### src/rtl/scan_pkg.sv
package scan_pkg;

    typedef enum logic [1:0] {
        CMD_NOP = 2'd0,
        CMD_PRE = 2'd1,
        CMD_ACT = 2'd2,
        CMD_RD  = 2'd3
    } cmd_e;

    typedef enum logic [1:0] {
        MD_IDLE = 2'd0,
        MD_OPEN = 2'd1,
        MD_RUN  = 2'd2
    } mode_e;

endpackage

### src/rtl/scan_ctrl.sv
module scan_ctrl
    import scan_pkg::*;
#(
    parameter int COLS_USED = 1022,
    parameter int CAS_LAT   = 2,
    parameter int PAGES     = 6,
    parameter int COL_W     = 10,
    parameter int PAGE_W    = 3,
    parameter int LEAD_W    = 3
) (
    input  logic              clk,
    input  logic              rst_n,
    input  logic              start,
    input  logic              stop,
    output mode_e             mode,
    output logic [COL_W-1:0]  col,
    output logic [PAGE_W-1:0] page,
    output logic [LEAD_W-1:0] lead,
    output logic              halt
);

    localparam int LAST_COL = COLS_USED - 1;
    localparam int PRE_COL  = COLS_USED - CAS_LAT - 2;
    localparam int LEAD_END = 2 + CAS_LAT - 1;

    localparam logic [COL_W-1:0]  LAST_C  = COL_W'(LAST_COL);
    localparam logic [COL_W-1:0]  PRE_C   = COL_W'(PRE_COL);
    localparam logic [PAGE_W-1:0] LAST_PG = PAGE_W'(PAGES - 1);
    localparam logic [LEAD_W-1:0] LEAD_C  = LEAD_W'(LEAD_END);

    typedef struct packed {
        mode_e              mode;
        logic [COL_W-1:0]   col;
        logic [PAGE_W-1:0]  page;
        logic [LEAD_W-1:0]  lead;
        logic               stop;
        logic               halt;
    } state_t;

    state_t s_d, s_q;

    always_comb begin
        s_d = s_q;
        case (s_q.mode)
            MD_IDLE: begin
                if (start) begin
                    s_d.mode = MD_OPEN;
                    s_d.lead = '0;
                    s_d.page = '0;
                    s_d.col  = '0;
                    s_d.stop = 1'b0;
                    s_d.halt = 1'b0;
                end
            end
            MD_OPEN: begin
                s_d.stop = s_q.stop | stop;
                if (s_q.lead == LEAD_C) begin
                    s_d.mode = MD_RUN;
                    s_d.col  = '0;
                end else begin
                    s_d.lead = s_q.lead + 1'b1;
                end
            end
            MD_RUN: begin
                s_d.stop = s_q.stop | stop;
                if (s_q.col == LAST_C) begin
                    s_d.col = '0;
                    if (s_q.halt) begin
                        s_d.mode = MD_IDLE;
                        s_d.page = '0;
                        s_d.stop = 1'b0;
                        s_d.halt = 1'b0;
                    end else begin
                        s_d.page = (s_q.page == LAST_PG) ? '0 : s_q.page + 1'b1;
                    end
                end else begin
                    s_d.col = s_q.col + 1'b1;
                    if ((s_d.col == PRE_C) && (s_q.page == LAST_PG) &&
                        (s_q.stop || stop))
                        s_d.halt = 1'b1;
                end
            end
            default: s_d.mode = MD_IDLE;
        endcase
    end

    always_ff @(posedge clk or negedge rst_n) begin
        if (!rst_n) begin
            s_q.mode <= MD_IDLE;
            s_q.col  <= '0;
            s_q.page <= '0;
            s_q.lead <= '0;
            s_q.stop <= 1'b0;
            s_q.halt <= 1'b0;
        end else begin
            s_q <= s_d;
        end
    end

    assign mode = s_q.mode;
    assign col  = s_q.col;
    assign page = s_q.page;
    assign lead = s_q.lead;
    assign halt = s_q.halt;

    assert_col_range_R3: assert property (@(posedge clk) disable iff (!rst_n)
        (s_q.mode == MD_RUN) |-> (s_q.col <= LAST_C));

    assert_col_step_R3: assert property (@(posedge clk) disable iff (!rst_n)
        (s_q.mode == MD_RUN && s_q.col != LAST_C) |=>
        (s_q.mode == MD_RUN && s_q.col == $past(s_q.col) + 1'b1));

    assert_halt_ends_R8: assert property (@(posedge clk) disable iff (!rst_n)
        (s_q.mode == MD_RUN && s_q.col == LAST_C && s_q.halt) |=>
        (s_q.mode == MD_IDLE));

    assert_start_busy_R9: assert property (@(posedge clk) disable iff (!rst_n)
        (s_q.mode == MD_RUN && s_q.col != LAST_C) |=> (s_q.mode != MD_OPEN));

endmodule

### src/rtl/scan_cmd_gen.sv
module scan_cmd_gen
    import scan_pkg::*;
#(
    parameter int COLS_USED = 1022,
    parameter int CAS_LAT   = 2,
    parameter int PAGES     = 6,
    parameter int BANKS     = 4,
    parameter int COL_W     = 10,
    parameter int PAGE_W    = 3,
    parameter int LEAD_W    = 3,
    parameter int BANK_W    = 2,
    parameter int ROW_W     = 13
) (
    input  mode_e             mode,
    input  logic [COL_W-1:0]  col,
    input  logic [PAGE_W-1:0] page,
    input  logic [LEAD_W-1:0] lead,
    input  logic              halt,
    output cmd_e              cmd,
    output logic [BANK_W-1:0] bank,
    output logic [ROW_W-1:0]  addr
);

    localparam int PRE_COL = COLS_USED - CAS_LAT - 2;

    localparam logic [COL_W-1:0]  PRE_C   = COL_W'(PRE_COL);
    localparam logic [COL_W-1:0]  ACT_C   = COL_W'(PRE_COL + 1);
    localparam logic [COL_W-1:0]  RD_C    = COL_W'(PRE_COL + 2);
    localparam logic [PAGE_W-1:0] LAST_PG = PAGE_W'(PAGES - 1);

    logic [PAGE_W-1:0] tgt;
    cmd_e              sel;

    always_comb begin
        sel = CMD_NOP;
        tgt = '0;
        if (mode == MD_OPEN) begin
            tgt = '0;
            case (lead)
                LEAD_W'(0): sel = CMD_PRE;
                LEAD_W'(1): sel = CMD_ACT;
                LEAD_W'(2): sel = CMD_RD;
                default:    sel = CMD_NOP;
            endcase
        end else if (mode == MD_RUN && !halt) begin
            tgt = (page == LAST_PG) ? '0 : page + 1'b1;
            if (col == PRE_C)      sel = CMD_PRE;
            else if (col == ACT_C) sel = CMD_ACT;
            else if (col == RD_C)  sel = CMD_RD;
        end
    end

    always_comb begin
        cmd  = sel;
        bank = '0;
        addr = '0;
        if (sel != CMD_NOP)
            bank = BANK_W'(int'(tgt) % BANKS);
        if (sel == CMD_ACT)
            addr = ROW_W'(int'(tgt) / BANKS);
    end

endmodule

### src/rtl/scan_pix_count.sv
module scan_pix_count #(
    parameter int GROUP = 7,
    parameter int BIT_W = 3,
    parameter int NUM_W = 8
) (
    input  logic             clk,
    input  logic             rst_n,
    input  logic             valid,
    input  logic             last,
    output logic [BIT_W-1:0] bit_o,
    output logic [NUM_W-1:0] num_o
);

    localparam logic [BIT_W-1:0] BIT_TOP = BIT_W'(GROUP - 1);

    typedef struct packed {
        logic [BIT_W-1:0] pbit;
        logic [NUM_W-1:0] pnum;
    } pix_t;

    pix_t p_d, p_q;

    always_comb begin
        p_d = p_q;
        if (!valid || last) begin
            p_d.pbit = '0;
            p_d.pnum = '0;
        end else if (p_q.pbit == BIT_TOP) begin
            p_d.pbit = '0;
            p_d.pnum = p_q.pnum + 1'b1;
        end else begin
            p_d.pbit = p_q.pbit + 1'b1;
        end
    end

    always_ff @(posedge clk or negedge rst_n) begin
        if (!rst_n) begin
            p_q.pbit <= '0;
            p_q.pnum <= '0;
        end else begin
            p_q <= p_d;
        end
    end

    assign bit_o = p_q.pbit;
    assign num_o = p_q.pnum;

    assert_bit_range_R7: assert property (@(posedge clk) disable iff (!rst_n)
        p_q.pbit <= BIT_TOP);

    assert_bit_wrap_R7: assert property (@(posedge clk) disable iff (!rst_n)
        (valid && !last && p_q.pbit == BIT_TOP) |=> (p_q.pbit == '0));

endmodule

### src/rtl/page_scanner.sv
module page_scanner
    import scan_pkg::*;
#(
    parameter int COLS_USED = 1022,
    parameter int CAS_LAT   = 2,
    parameter int PAGES     = 6,
    parameter int BANKS     = 4,
    parameter int GROUP     = 7,
    parameter int ROW_W     = 13,
    parameter int COL_W     = 10,
    parameter int LEAD_W    = 3,
    parameter int PAGE_W    = $clog2(PAGES),
    parameter int BANK_W    = $clog2(BANKS),
    parameter int BIT_W     = $clog2(GROUP),
    parameter int NUM_W     = $clog2(COLS_USED / GROUP)
) (
    input  logic              clk,
    input  logic              rst_n,
    input  logic              start,
    input  logic              stop,
    output logic [1:0]        cmd,
    output logic [BANK_W-1:0] cmd_bank,
    output logic [ROW_W-1:0]  cmd_addr,
    output logic              stream_valid,
    output logic [COL_W-1:0]  stream_col,
    output logic [PAGE_W-1:0] stream_page,
    output logic [BIT_W-1:0]  pix_bit,
    output logic [NUM_W-1:0]  pix_num
);

    localparam logic [COL_W-1:0] LAST_C = COL_W'(COLS_USED - 1);

    mode_e             mode_w;
    logic [COL_W-1:0]  col_w;
    logic [PAGE_W-1:0] page_w;
    logic [LEAD_W-1:0] lead_w;
    logic              halt_w;
    cmd_e              cmd_w;
    logic              run_w;

    scan_ctrl #(
        .COLS_USED(COLS_USED), .CAS_LAT(CAS_LAT), .PAGES(PAGES),
        .COL_W(COL_W), .PAGE_W(PAGE_W), .LEAD_W(LEAD_W)
    ) u_ctrl (
        .clk(clk), .rst_n(rst_n), .start(start), .stop(stop),
        .mode(mode_w), .col(col_w), .page(page_w), .lead(lead_w), .halt(halt_w)
    );

    scan_cmd_gen #(
        .COLS_USED(COLS_USED), .CAS_LAT(CAS_LAT), .PAGES(PAGES), .BANKS(BANKS),
        .COL_W(COL_W), .PAGE_W(PAGE_W), .LEAD_W(LEAD_W), .BANK_W(BANK_W),
        .ROW_W(ROW_W)
    ) u_cmd (
        .mode(mode_w), .col(col_w), .page(page_w), .lead(lead_w), .halt(halt_w),
        .cmd(cmd_w), .bank(cmd_bank), .addr(cmd_addr)
    );

    assign run_w = (mode_w == MD_RUN);

    scan_pix_count #(
        .GROUP(GROUP), .BIT_W(BIT_W), .NUM_W(NUM_W)
    ) u_pix (
        .clk(clk), .rst_n(rst_n), .valid(run_w), .last(col_w == LAST_C),
        .bit_o(pix_bit), .num_o(pix_num)
    );

    assign cmd          = cmd_w;
    assign stream_valid = run_w;
    assign stream_col   = col_w;
    assign stream_page  = page_w;

    assert_act_after_pre_R4: assert property (@(posedge clk) disable iff (!rst_n)
        (cmd_w == CMD_ACT) |-> ($past(cmd_w) == CMD_PRE));

    assert_rd_after_act_R4: assert property (@(posedge clk) disable iff (!rst_n)
        (cmd_w == CMD_RD) |-> ($past(cmd_w) == CMD_ACT));

    assert_stream_start_R2: assert property (@(posedge clk) disable iff (!rst_n)
        $rose(stream_valid) |-> (stream_col == '0 && stream_page == '0));

    assert_pix_restart_R7: assert property (@(posedge clk) disable iff (!rst_n)
        (stream_valid && stream_col == '0) |-> (pix_bit == '0 && pix_num == '0));

    assert_idle_quiet_R1: assert property (@(posedge clk) disable iff (!rst_n)
        (mode_w == MD_IDLE) |-> (cmd_w == CMD_NOP && !stream_valid));

endmodule

### config.mk
export PLATFORM = sky130hd
export DESIGN_NAME = page_scanner
export DESIGN_NICKNAME = d
export VERILOG_FILES = /design/src/rtl/scan_pkg.sv /design/src/rtl/scan_ctrl.sv /design/src/rtl/scan_cmd_gen.sv /design/src/rtl/scan_pix_count.sv /design/src/rtl/page_scanner.sv
export SDC_FILE = /design/constraint.sdc
export NUM_CORES = 1
export LEC_CHECK = 0
export BUFFER_PORTS_ARGS = -buffer_cell sky130_fd_sc_hd__buf_2
export CORE_ASPECT_RATIO = 1.4
export CORE_MARGIN = 2
export CORE_UTILIZATION = 55
export DETAILED_ROUTE_END_ITERATION = 7
export PLACE_DENSITY = 0.78
export SYNTH_ARGS = -nofsm -noshare
export SYNTH_HDL_FRONTEND = slang
export SYNTH_HIERARCHICAL = 1
export SYNTH_SLANG_ARGS = --single-unit
export TNS_END_PERCENT = 20
### constraint.sdc
create_clock -name clk -period 2.5 [get_ports clk]
set_input_delay 0.5 -clock clk [delete_from_list [all_inputs] [get_ports clk]]
set_output_delay 0.5 -clock clk [all_outputs]
set_load 0.05 [all_outputs]
== Yosys cells after proc, flatten, opt, wreduce, memory -nomap -nowiden ==
Cells that the tools add are included.

* Memories kept: 0
* Memory bits (read-only): 0
* Latch bits: 0
* Bits in writable memories: 0
* Bits in registers: 31
* Word-level logic and storage cells: 85

* Reductions and logical operators: 20
* Equality and inequality tests: 19
* $add $sub $neg: 5
* Multiplexer cells: 32
* Shift operators: 0
* $mul: 0
* $lt $le $gt $ge: 0
* Bitwise operators: 1
* Divide/modulo/power cells: 0

{| class="wikitable"
|+ Operators by type and width
! operator !! count
|-
| $eq A10 B10 Y1 const B || 5
|-
| $pmux W10 S3 || 1
|-
| $mux W3 || 7
|-
| $mux W20 || 1
|-
| $mux W2 || 9
|-
| $mux W12 || 1
|-
| $pmux W2 S3 || 2
|-
| $pmux W3 S2 || 2
|-
| $reduce_and A3 Y1 || 4
|-
| $mux W11 || 1
|-
| $add A10 B1 Y10 const B || 1
|-
| $mux W10 || 1
|-
| $ne A2 B2 Y1 const B || 5
|-
| $add A3 B1 Y3 const B || 3
|-
| $add A8 B1 Y8 const B || 1
|-
| $mux W8 || 1
|-
| $reduce_bool A2 Y1 || 4
|-
| $eq A3 B2 Y1 const B || 2
|-
| $eq A3 B3 Y1 const B || 2
|-
| $eq A2 B2 Y1 const B || 2
|-
| $mux W1 || 4
|-
| $reduce_and A4 Y1 || 1
|-
| $eq A3 B1 Y1 const B || 1
|-
| $logic_and A1 B1 Y1 || 3
|-
| other kinds (11) || 13
|}

== Depth between registers and ports, before layout ==
Gate-level depths: netlist (run 1).

* Depth after elaboration: 8
* Mapped depth: 8
* Depth with buffers taken out: 7

== By module ==
The synthesis (run 1) kept the hierarchy.

{| class="wikitable"
|+ By module, submodules not included
! module !! area each (µm²) !! times used !! cells each
|-
| scan_ctrl || 1478.9 || 1 || 164
|-
| scan_pix_count || 529.3 || 1 || 53
|-
| scan_cmd_gen || 265.3 || 1 || 36
|-
| page_scanner || 33.8 || 1 || 4
|}

== Worst setup path after synthesis (run 1) ==
OpenSTA, ideal clock, no wires.

* Path type: flip-flop to output port
* From: register u_ctrl/mode[1] (netlist name)
* To: output cmd_addr[0]
* Slack: -0.068 ns
* Cell stages (with the launch flop): 5
* Arrival time: 2.068 ns
* Cell sequence: dfrtp_1 > buf_4 > or3b_2 > o2bb2ai_2 > and3b_1

* Longest elaborated chain between the ends: 6
* Elaborated cells on any way between the ends: 9

{| class="wikitable"
|+ Ends and longest elaborated chain
! element !! RTL line !! source
|-
| $eq A2 B2 Y1 || scan_cmd_gen.sv:45 || <nowiki>end else if (mode == MD_RUN && !halt) begin</nowiki>
|-
| $logic_and A1 B1 Y1 || scan_cmd_gen.sv:45 ||
|-
| $mux W2 || scan_cmd_gen.sv:45 ||
|-
| $mux W2 (*) || scan_cmd_gen.sv:37 || <nowiki>if (mode == MD_OPEN) begin</nowiki>
|-
| via cmd[1] || page_scanner.sv:21 || <nowiki>output logic [1:0] cmd,</nowiki>
|-
| $eq A2 B2 Y1 (*) || scan_cmd_gen.sv:59 || <nowiki>if (sel == CMD_ACT)</nowiki>
|-
| $mux W1 (*) || scan_cmd_gen.sv:59 ||
|-
| end: declaration || page_scanner.sv:23 || <nowiki>output logic [ROW_W-1:0] cmd_addr,</nowiki>
|}

The timed path passes the listed nets; every way through them passes the cells marked *.

== Worst setup path in the final report (run 1) ==
* From: register u_ctrl/mode[0] (netlist name)
* To: output cmd_addr[0]

* Longest elaborated chain between the ends: 6
* Elaborated cells on any way between the ends: 9

{| class="wikitable"
|+ Ends and longest elaborated chain
! element !! RTL line
|-
| $eq A2 B2 Y1 || scan_cmd_gen.sv:45
|-
| $logic_and A1 B1 Y1 || scan_cmd_gen.sv:45
|-
| $mux W2 || scan_cmd_gen.sv:45
|-
| $mux W2 || scan_cmd_gen.sv:37
|-
| $eq A2 B2 Y1 || scan_cmd_gen.sv:59
|-
| $mux W1 (*) || scan_cmd_gen.sv:59
|}

Every way passes the cells marked *; elsewhere a longest branch is shown, timed or not.

==> flow_summary_export.csv, run 1 <==
group,metric,value,unit
sta,worst_slew_pin_slew,0.713,ns
setup_path,critPathLaunch,"u_ctrl/mode[0]",
routing,firstDrtPassIters,6,
clocking,htreeDepth,2,
logic_synthesis,syn_avg_cell_area,8.98,um^2
grt,track_usage,0.233,
die,die_y,80.6,um
setup_path,r2r-start,"u_ctrl/lead[0]",
die,row_count,27,
setup_path,crit_slowest_cell,"dfrtp_1",
job,maxCapViolCount,0,
pwr,peakVddDrop,0.487,mV
setup_path,worstSetupPathType,"reg2out",
pwr,clockPowerShare,0.216,
pwr,comb_power_share,0.462,
sta,hold_slack,0.266,ns
finish,ff_latch_area,777,um^2
clocking,clk_latency,0.28,ns
place,dp_cells,316,
sta,fin_crit_sh,0.969,
clocking,cts_sinks,31,
clocking,cts_setup_buffers,0,
setup_path,required,2.00,ns
logic_synthesis,yosysTopAreaCell,"dfrtp_1",
sta,slew_violations,0,
logic_synthesis,synthesis.area,2310,um^2
finish,drive_above_1_share,0.228,
logic_synthesis,synth-seq-cells,31,
logic_synthesis,netlist_top_cells_count,"dfrtp_1 (31), buf_4 (30), nand2_1 (24)",
logic_synthesis,ys.flop_type,"dfrtp_1",
setup_path,rrSetupSlack,0.28,ns
setup_path,r2r-end,"u_ctrl/col[9]",
logic_synthesis,yosysMostFrequentCell,"dfrtp_1",
die,ios,46,
clocking,cts_buffers,5,
routing,drt_wl_total,5040,um
die,die_area,4740,um^2
pwr,switchingPower,890,uW
finish,syn_to_final_growth,7.32,%
setup_path,crit_chain,"or3b_4 -> nor3_4 -> o2bb2ai_2 -> and3b_2 -> buf_2",
grt,grt_start_max_net_pins,32,
sta,finalSetupTns,0,ns
die,fp.dieW,58.7,um
finish,layout.cells.non_filler,324,
pwr,seq_power_share,0.322,
finish,nNetsFinal,295,
logic_synthesis,ys_warn_count,6,
routing,drc,5,
finish,multi_input_area,1290,um^2
finish,diodes,0,
place,port_buffers,33,
logic_synthesis,synthDistinctLibCells,61,
sta,slew_headroom,0.524,
die,coreArea,3990,um^2
setup_path,critPathArrivalTime,1.92,ns
clocking,cts_max_path_buffers,2,
setup_path,crit_fanout,7,
worst_hold_path,hold_class,"in2async",
logic_synthesis,synthTopCellsByArea,"dfrtp_1 (34%), buf_4 (9.8%), ha_1 (6.0%)",
pwr,p_sw_frac,0.439,
clocking,cts_tree,"yes",
grt,grt_pass1_vias,1803,
grt,gr-total-overflow,0,
routing,routedWlPerCell,15.5,um
clocking,cts.clk_slew.worst_paths,0.07,ns
grt,grt_antenna_before_repair,0,
sta,fmax,413,MHz
sta,finalSetupViolations,0,
clocking,clockRootBuffer,"clkbuf_8",
routing,num_vias,1908,
outcome,status,"complete, but fails checks",
setup_path,reg2reg_depth,7,
die,start_util,0.579,
finish,n_fill_cell,342,
sta,min_period,2.42,ns
sta,layout_setup_ws,0.0769,ns
grt,grt_pass1_wl,8480,um
setup_path,crit_end,"cmd_addr[0]",
pwr,p_leak,0.00115,uW
setup_path,crit_path_end_kind,"output port",
routing,antenna_left,0,
place,hpwl,3670,um
place,dpl_worst_slack,0.371,ns
setup_path,cpPeakStageDelay,0.45,ns
outcome,failed_checks,"DRC",
routing,viasPerCell,5.89,
pwr,internal_power,1140,uW
sta,fin_skew,0.00562,ns
setup_path,startpoint_type,"flop",
logic_synthesis,ys_seq_area_frac,0.336,
pwr,p_per_area,819,nW/um^2
place,globalplace.congestion,0.856,
logic_synthesis,synth-edff-count,0,
logic_synthesis,synthArstFlopShare,1.00,
sta,hold_viol,0,
logic_synthesis,synthCells,257,
logic_synthesis,synth_top_area_frac,0.336,
routing,drtIter0Drc,135,
sta,rsz0062_at_grt,"false",
==> worst max-delay path, delay by kind of cell, from the launching register on <==
family | cells | cell delay, ns
buf+inv | 1 | 0.25
compound gates | 1 | 0.13
simple gates | 3 | 0.81
flops | 1 | 0.45
==> power groups by stage <==
stage / Clock, uW / Combinational, uW / Sequential (uW)
final: 439 / 937 / 652
after CTS: 446 / 936 / 653
after floorplan: 0 / 805 / 638
after detailed placement: 0 / 928 / 663
after global routing: 461 / 1030 / 666
after global placement: 0 / 920 / 659
==> layer usage <==
layer,track usage,routed length (um)
met1,0.282,1990
met2,0.403,2680
met3,0.0435,299
met4,0.0795,65
met5,0,0
==> cell type report <==
| type | instances | share of cell area |
|---|---|---|
| clock buffers | 8 | 0.0404 |
| inverters | 10 | 0.0152 |
| multi-input cells | 192 | 0.521 |
| flip-flops and latches | 31 | 0.314 |
| well taps | 43 | 0.0217 |
| repair buffers | 40 | 0.0879 |
==> kinds of logic (layout without fill, tap and decap cells) <==
kind of cell	after synthesis	count (layout)	share of synthesized area
flip-flops	31	31	0.336
AO/OA/AOI/OAI	68	68	0.198
adder cells (fa/ha/maj)	11	11	0.0597
buffers and inverters	45	58	0.123
other	1	12	0.00163
AND/OR/NAND/NOR	90	90	0.236
XOR/XNOR	8	8	0.0304
multiplexers	3	3	0.0146
==> how the worst min path moves through the flow <==
stage	start	end	slack [ns]	depth (start not counted)
finish	rst_n	u_pix/num_o[5]	0.27	1
global route	rst_n	u_ctrl/page[2]	0.33	1
CTS	rst_n	u_pix/num_o[1]	0.29	1
detailed placement	u_ctrl/s_q[1]	u_ctrl/s_q[1]	0.53	2
global placement	u_ctrl/s_q[1]	u_ctrl/s_q[1]	0.51	2
floorplan	rst_n	u_ctrl/col[0]	0.20	0
==> cells in the final DEF (no fill, tap or decap), drive strengths merged, types with 5 or more instances in the layout <==
master  Yosys  final
clkbuf      3      8
nand2      24     24
inv        10     10
nor2       14     14
a21oi      18     18
buf        32     40
ha         11     11
conb        1     12
o21ai      21     21
nand3       7      7
o31ai       5      5
xnor2       7      7
dfrtp      31     31
nand4       6      6
==> sequential cells by signal (all words and copies together) (netlist names) <==
| name | cells |
|---|---|
| u_ctrl/mode | 2 |
| u_ctrl/s_q | 1 |
| u_pix/num_o | 8 |
| u_ctrl/lead | 3 |
| u_ctrl/col | 10 |
| u_ctrl/page | 3 |
| u_ctrl/halt | 1 |
| u_pix/bit_o | 3 |
==> repair_timing <==
action	4_1_cts	5_1_grt
gates resized for setup	0	1
setup endpoints to repair	0	2
hold buffers	0	0
==> metrics by stage <==
step,cell area [um^2],utilization,total power (uW)
after floorplan,2350,-,1440
after global routing,2480,0.621,2160
after global placement,2370,0.596,1580
after detailed placement,2370,0.596,1590
after CTS,2470,0.621,2040
final,2480,0.621,2030
(Power assumes the default switching activity.)
==> inputs of run 2 (changes only) <==
==> constraint.sdc (replaced) <==
create_clock -name clk -period 2.9 [get_ports clk]
set_input_delay 0.58 -clock clk [delete_from_list [all_inputs] [get_ports clk]]
set_output_delay 0.58 -clock clk [all_outputs]
set_load 0.01 [all_outputs]
==> run 2 against run 1 <==
Net effect:
- the flow still finishes with violations (DRC)
- die area did not move
- utilization shrank 1.5 points
- sequential share of layout area increased by 0.73 points
- count of clock-buffer cells in the layout down 2
- via count fell by 0.21%
- first-iteration DRC count shrank 42%
- wire length fell by 4.3%
- clock power down 23%
- hold slack better by 0.075 ns
- cell area shrank 2.4%
- global-route usage down 1.9 points
- sequential cell count unchanged
- critical endpoint unchanged
- largest power group unchanged
- highest routed layer unchanged
==> flow_summary_export.csv, run 2 (same netlist as run 1, synthesis figures left out) <==
group,metric,value,unit
sta,fin_crit_sh,0.828,
grt,grt_start_max_net_pins,32,
clocking,cts_hold_buf,0,
outcome,status,"complete, but fails checks",
grt,gr-total-overflow,0,
setup_path,startpoint_type,"flop",
outcome,failed_checks,"DRC",
grt,grt_pass1_wl,7720,um
finish,fin_util,0.606,
finish,ff_latch_area,776,um^2
clocking,clk_latency,0.28,ns
sta,slew_violations,0,
routing,routedWlPerCell,15.2,um
routing,num_vias,1904,
clocking,cts_resized,0,
clocking,cts_buffers,5,
setup_path,crit_slowest_cell,"dfrtp_1",
finish,diodes,0,
finish,syn_to_final_growth,4.72,%
setup_path,cp_num_buf_inv,1,
sta,min_period,2.40,ns
sta,worst_slew_pin_slew,0.706,ns
routing,viasPerCell,6.01,
sta,finalSetupTns,0,ns
finish,drive_above_1_share,0.204,
finish,multi_input_area,1290,um^2
routing,antenna_left,0,
place,hpwl,3570,um
sta,hold_viol,0,
clocking,cts_setup_buffers,0,
setup_path,critPathArrivalTime,1.82,ns
finish,layout.cells.non_filler,317,
place,dp_cells,310,
setup_path,crit_fanout,7,
die,row_count,27,
setup_path,crit_chain,"or3b_4 -> nor3_4 -> o2bb2ai_2 -> and3b_1 -> buf_2",
pwr,peakVddDrop,0.393,mV
grt,grt_pass1_vias,1700,
finish,nNetsFinal,289,
die,ios,46,
clocking,htreeDepth,2,
clocking,cts.clk_slew.worst_paths,0.06,ns
die,die_y,80.6,um
place,dpl_cell_area,2330,um^2
routing,drt_wl_total,4820,um
setup_path,cpPeakStageDelay,0.46,ns
place,globalplace.congestion,0.922,
clocking,cts_max_path_buffers,2,
grt,grt_antenna_before_repair,0,
clocking,cts_tree,"yes",
finish,n_fill_cell,354,
pwr,p_per_area,651,nW/um^2
setup_path,crit_path_end_kind,"output port",
pwr,p_leak,0.00111,uW
sta,finalSetupViolations,0,
die,fp.dieW,58.7,um
setup_path,crit_family,"simple AND/OR/NAND/NOR gates",
finish,mostFrequentLayoutCells,"buf_2 (33), dfrtp_1 (31), nand2_1 (24)",
die,die_area,4740,um^2
setup_path,required,2.32,ns
die,coreArea,3990,um^2
finish,largest_reg_flops,10,
clocking,cts_sinks,31,
routing,drtIter0Drc,78,
routing,firstDrtPassIters,6,
finish,largest_register,"u_ctrl/col",
job,maxCapViolCount,0,
sta,fmax,417,MHz
grt,track_usage,0.214,
sta,hold_slack,0.341,ns
die,start_util,0.579,
routing,drc,7,
sta,rsz0062_at_grt,"false",
worst_hold_path,hold_class,"in2async",
finish,final_cell_area,2420,um^2
clocking,clockRootBuffer,"clkbuf_8",
place,port_buffers,33,
finish,layout_commonest_cell,"buf_2",
setup_path,worstSetupPathType,"reg2out",
sta,slew_headroom,0.529,
sta,fin_skew,0.00463,ns
==> run 2: through the flow <==
step	setup slack, ns	total power [uW]
6_report	0.500	1570
2_1_floorplan	0.842	1110
3_3_place_gp	0.785	1220
3_5_place_dp	0.749	1230
5_1_grt	0.389	1700
4_1_cts	0.474	1580
==> run 2: power by group <==
part / leakage, uW / internal (uW) / switching [uW]
Clock: 0.0000470 / 186 / 154
Combinational: 0.000639 / 273 / 387
Sequential: 0.000426 / 484 / 89.6
==> run 2: layer usage <==
layer	track usage	vias up	wire, um
met5	0	-	0
met4	0.0909	0	106
met1	0.247	919	2050
li1	-	921	-
met2	0.370	53	2450
met3	0.0483	11	217
==> run 2: area by class of cell <==
cell class | instances | area share
Sequential cell | 31 | 0.321
Clock inverter | 1 | 0.00207
Inverter | 10 | 0.0155
Timing Repair Buffer | 34 | 0.0715
Clock buffer | 6 | 0.0342
Multi-Input combinational cell | 192 | 0.533
Tap cell | 43 | 0.0223
==> run 2: final timing paths <==
kind / from / endpoint / slack (ns) / cells past startpoint
setup / recovery: u_ctrl/mode[0] / cmd_addr[0] / 0.50 / 5
hold / removal: rst_n / u_pix/num_o[5] / 0.34 / 1
setup reg to reg: u_ctrl/lead[0] / u_ctrl/col[9] / 0.73 / 7
hold reg to reg: u_ctrl/s_q[1] / u_ctrl/s_q[1] / 0.54 / 2
max in group asynchronous: rst_n / u_ctrl/page[0] / 2.10 / 1
min in group clk: u_ctrl/s_q[1] / u_ctrl/s_q[1] / 0.54 / 2
==> inputs of run 3 (changes only) <==
--- a/config.mk
+++ b/config.mk
@@ -8,9 +8,9 @@
 export BUFFER_PORTS_ARGS = -buffer_cell sky130_fd_sc_hd__buf_2
 export CORE_ASPECT_RATIO = 1.4
 export CORE_MARGIN = 2
-export CORE_UTILIZATION = 55
+export CORE_UTILIZATION = 50
 export DETAILED_ROUTE_END_ITERATION = 7
-export PLACE_DENSITY = 0.78
+export PLACE_DENSITY = 0.74
 export SYNTH_ARGS = -nofsm -noshare
 export SYNTH_HDL_FRONTEND = slang
 export SYNTH_HIERARCHICAL = 1
==> constraint.sdc (replaced) <==
create_clock -name clk -period 2 [get_ports clk]
set_input_delay 0.4 -clock clk [delete_from_list [all_inputs] [get_ports clk]]
set_output_delay 0.4 -clock clk [all_outputs]
set_load 0.01 [all_outputs]
==> run 3 against run 2 <==
Net effect:
- the flow finishes with violations (setup timing)
- utilization down 1.1 points
- sequential cell count unchanged
- combinational power up 95%
- sequential power up 34%
- final cell count up 15%
- clock skew up 0.00096 ns
- critical path depth unchanged
- largest cell class unchanged
==> flow_summary_export.csv, run 3 (same netlist as run 1, synthesis figures left out) <==
group,metric,value,unit
die,die_y,84.4,um
sta,fin_crit_sh,1.07,
clocking,cts_hold_buf,0,
finish,layout.cells.non_filler,363,
setup_path,required,1.60,ns
job,maxCapViolCount,0,
die,die_area,5180,um^2
setup_path,critPathArrivalTime,1.74,ns
sta,fin_skew,0.00559,ns
die,coreArea,4500,um^2
place,dp_cells,352,
place,hpwl,4130,um
clocking,cts_tree,"yes",
setup_path,startpoint_type,"flop",
grt,grt_start_max_net_pins,32,
finish,largest_reg_flops,10,
routing,antenna_left,0,
clocking,cts.clk_slew.worst_paths,0.06,ns
routing,drc,0,
sta,finalSetupViolations,4,
routing,num_vias,2040,
place,port_buffers,33,
grt,gr-total-overflow,0,
finish,drive_above_1_share,0.292,
clocking,clockRootBuffer,"clkbuf_8",
routing,viasPerCell,5.62,
setup_path,crit_path_end_kind,"output port",
grt,track_usage,0.224,
pwr,p_per_area,946,nW/um^2
pwr,p_leak,0.00125,uW
clocking,clk_latency,0.28,ns
clocking,cts_max_path_buffers,2,
clocking,cts_sinks,31,
place,globalplace.congestion,0.872,
finish,diodes,0,
finish,syn_to_final_growth,16.0,%
worst_hold_path,hold_class,"in2async",
outcome,status,"complete, but fails checks",
routing,firstDrtPassIters,4,
place,dpl_cell_area,2520,um^2
finish,final_cell_area,2680,um^2
sta,hold_slack,0.159,ns
finish,nNetsFinal,315,
die,start_util,0.513,
finish,fin_util,0.595,
finish,n_fill_cell,422,
routing,routedWlPerCell,15.2,um
place,dpl_worst_slack,0.0355,ns
outcome,failed_checks,"setup timing",
grt,grt_pass1_vias,1989,
die,row_count,29,
finish,layout_commonest_cell,"buf_2",
sta,min_period,2.14,ns
sta,slew_headroom,0.532,
pwr,peakVddDrop,0.567,mV
die,fp.dieW,61.4,um
setup_path,worstSetupPathType,"reg2out",
routing,drt_wl_total,5520,um
clocking,cts_buffers,5,
sta,hold_viol,0,
routing,drtIter0Drc,95,
die,ios,46,
finish,mostFrequentLayoutCells,"buf_2 (32), dfrtp_1 (30), buf_4 (27)",
sta,rsz0062_at_grt,"true",
sta,slew_violations,0,
grt,grt_antenna_before_repair,0,
setup_path,crit_fanout,3,
grt,grt_pass1_wl,8800,um
finish,largest_register,"u_ctrl/col",
sta,layout_setup_ws,-0.142,ns
sta,worst_slew_pin_slew,0.702,ns
clocking,htreeDepth,2,
sta,fmax,467,MHz
==> run 3: cell count changes in the layout (fill, tap and decap cells not counted), sizes merged <==
cell,previous run,this run
buf,34,60
clkbuf,6,7
==> run 3: area by class of cell <==
| cell class | count | area, um^2 | area share |
|---|---|---|---|
| clock buffers | 7 | 76.3 | 0.0285 |
| clock inverters | 1 | 5.00 | 0.00187 |
| inverters | 10 | 37.5 | 0.0140 |
| multi-input cells | 192 | 1330 | 0.496 |
| flip-flops and latches | 31 | 777 | 0.290 |
| well taps | 62 | 77.6 | 0.0290 |
| repair buffers | 60 | 374 | 0.140 |
==> run 3: per-layer routing <==
layer | vias up | global-route usage | routed length, um
met1 | 972 | 0.243 | 2150
met5 | - | 0 | 0
met2 | 72 | 0.390 | 2860
li1 | 978 | - | -
met3 | 18 | 0.0462 | 270
met4 | 0 | 0.114 | 246
==> run 3: through the flow <==
stage	power (uW)	setup TNS [ns]
6_report	2530	-0.334
3_3_place_gp	1940	0
5_1_grt	2720	-0.732
4_1_cts	2500	-0.563
2_1_floorplan	1610	0
3_5_place_dp	1960	0
==> run 3: critical path, cell delays in order, from the launching register on <==
cell	delay, ns
dfrtp_1	0.39
or3b_4	0.43
nor3_4	0.19
o2bb2ai_2	0.13
and3b_1	0.19
buf_2	0.13
==> run 3: report_power, final <==
part / switching (uW) / total (uW) / leakage [uW] / internal (uW)
combinational: 707 / 1290 / 0.000788 / 588
sequential: 62.3 / 767 / 0.000425 / 705
clock: 225 / 469 / 0.0000422 / 244
total: 994 / 2530 / 0.00125 / 1540
==> run 3: what timing repair did <==
action	CTS	global route
buffers inserted	3	0
setup endpoints to repair	5	13
gates cloned	0	0
pin swaps	3	2
gates resized for setup	3	8
==> run 3: final timing paths <==
check,cells after the start,to,start,slack (ns)
max in group asynchronous,1,u_ctrl/mode[0],rst_n,1.33
min in group clk,3,u_ctrl/s_q[1],stop,0.40
setup / recovery,5,cmd_addr[0],u_ctrl/halt,-0.14
setup reg to reg,7,u_ctrl/halt,u_ctrl/col[0],0.05
hold reg to reg,2,u_ctrl/s_q[1],u_ctrl/s_q[1],0.53
hold / removal,1,u_pix/num_o[2],rst_n,0.16
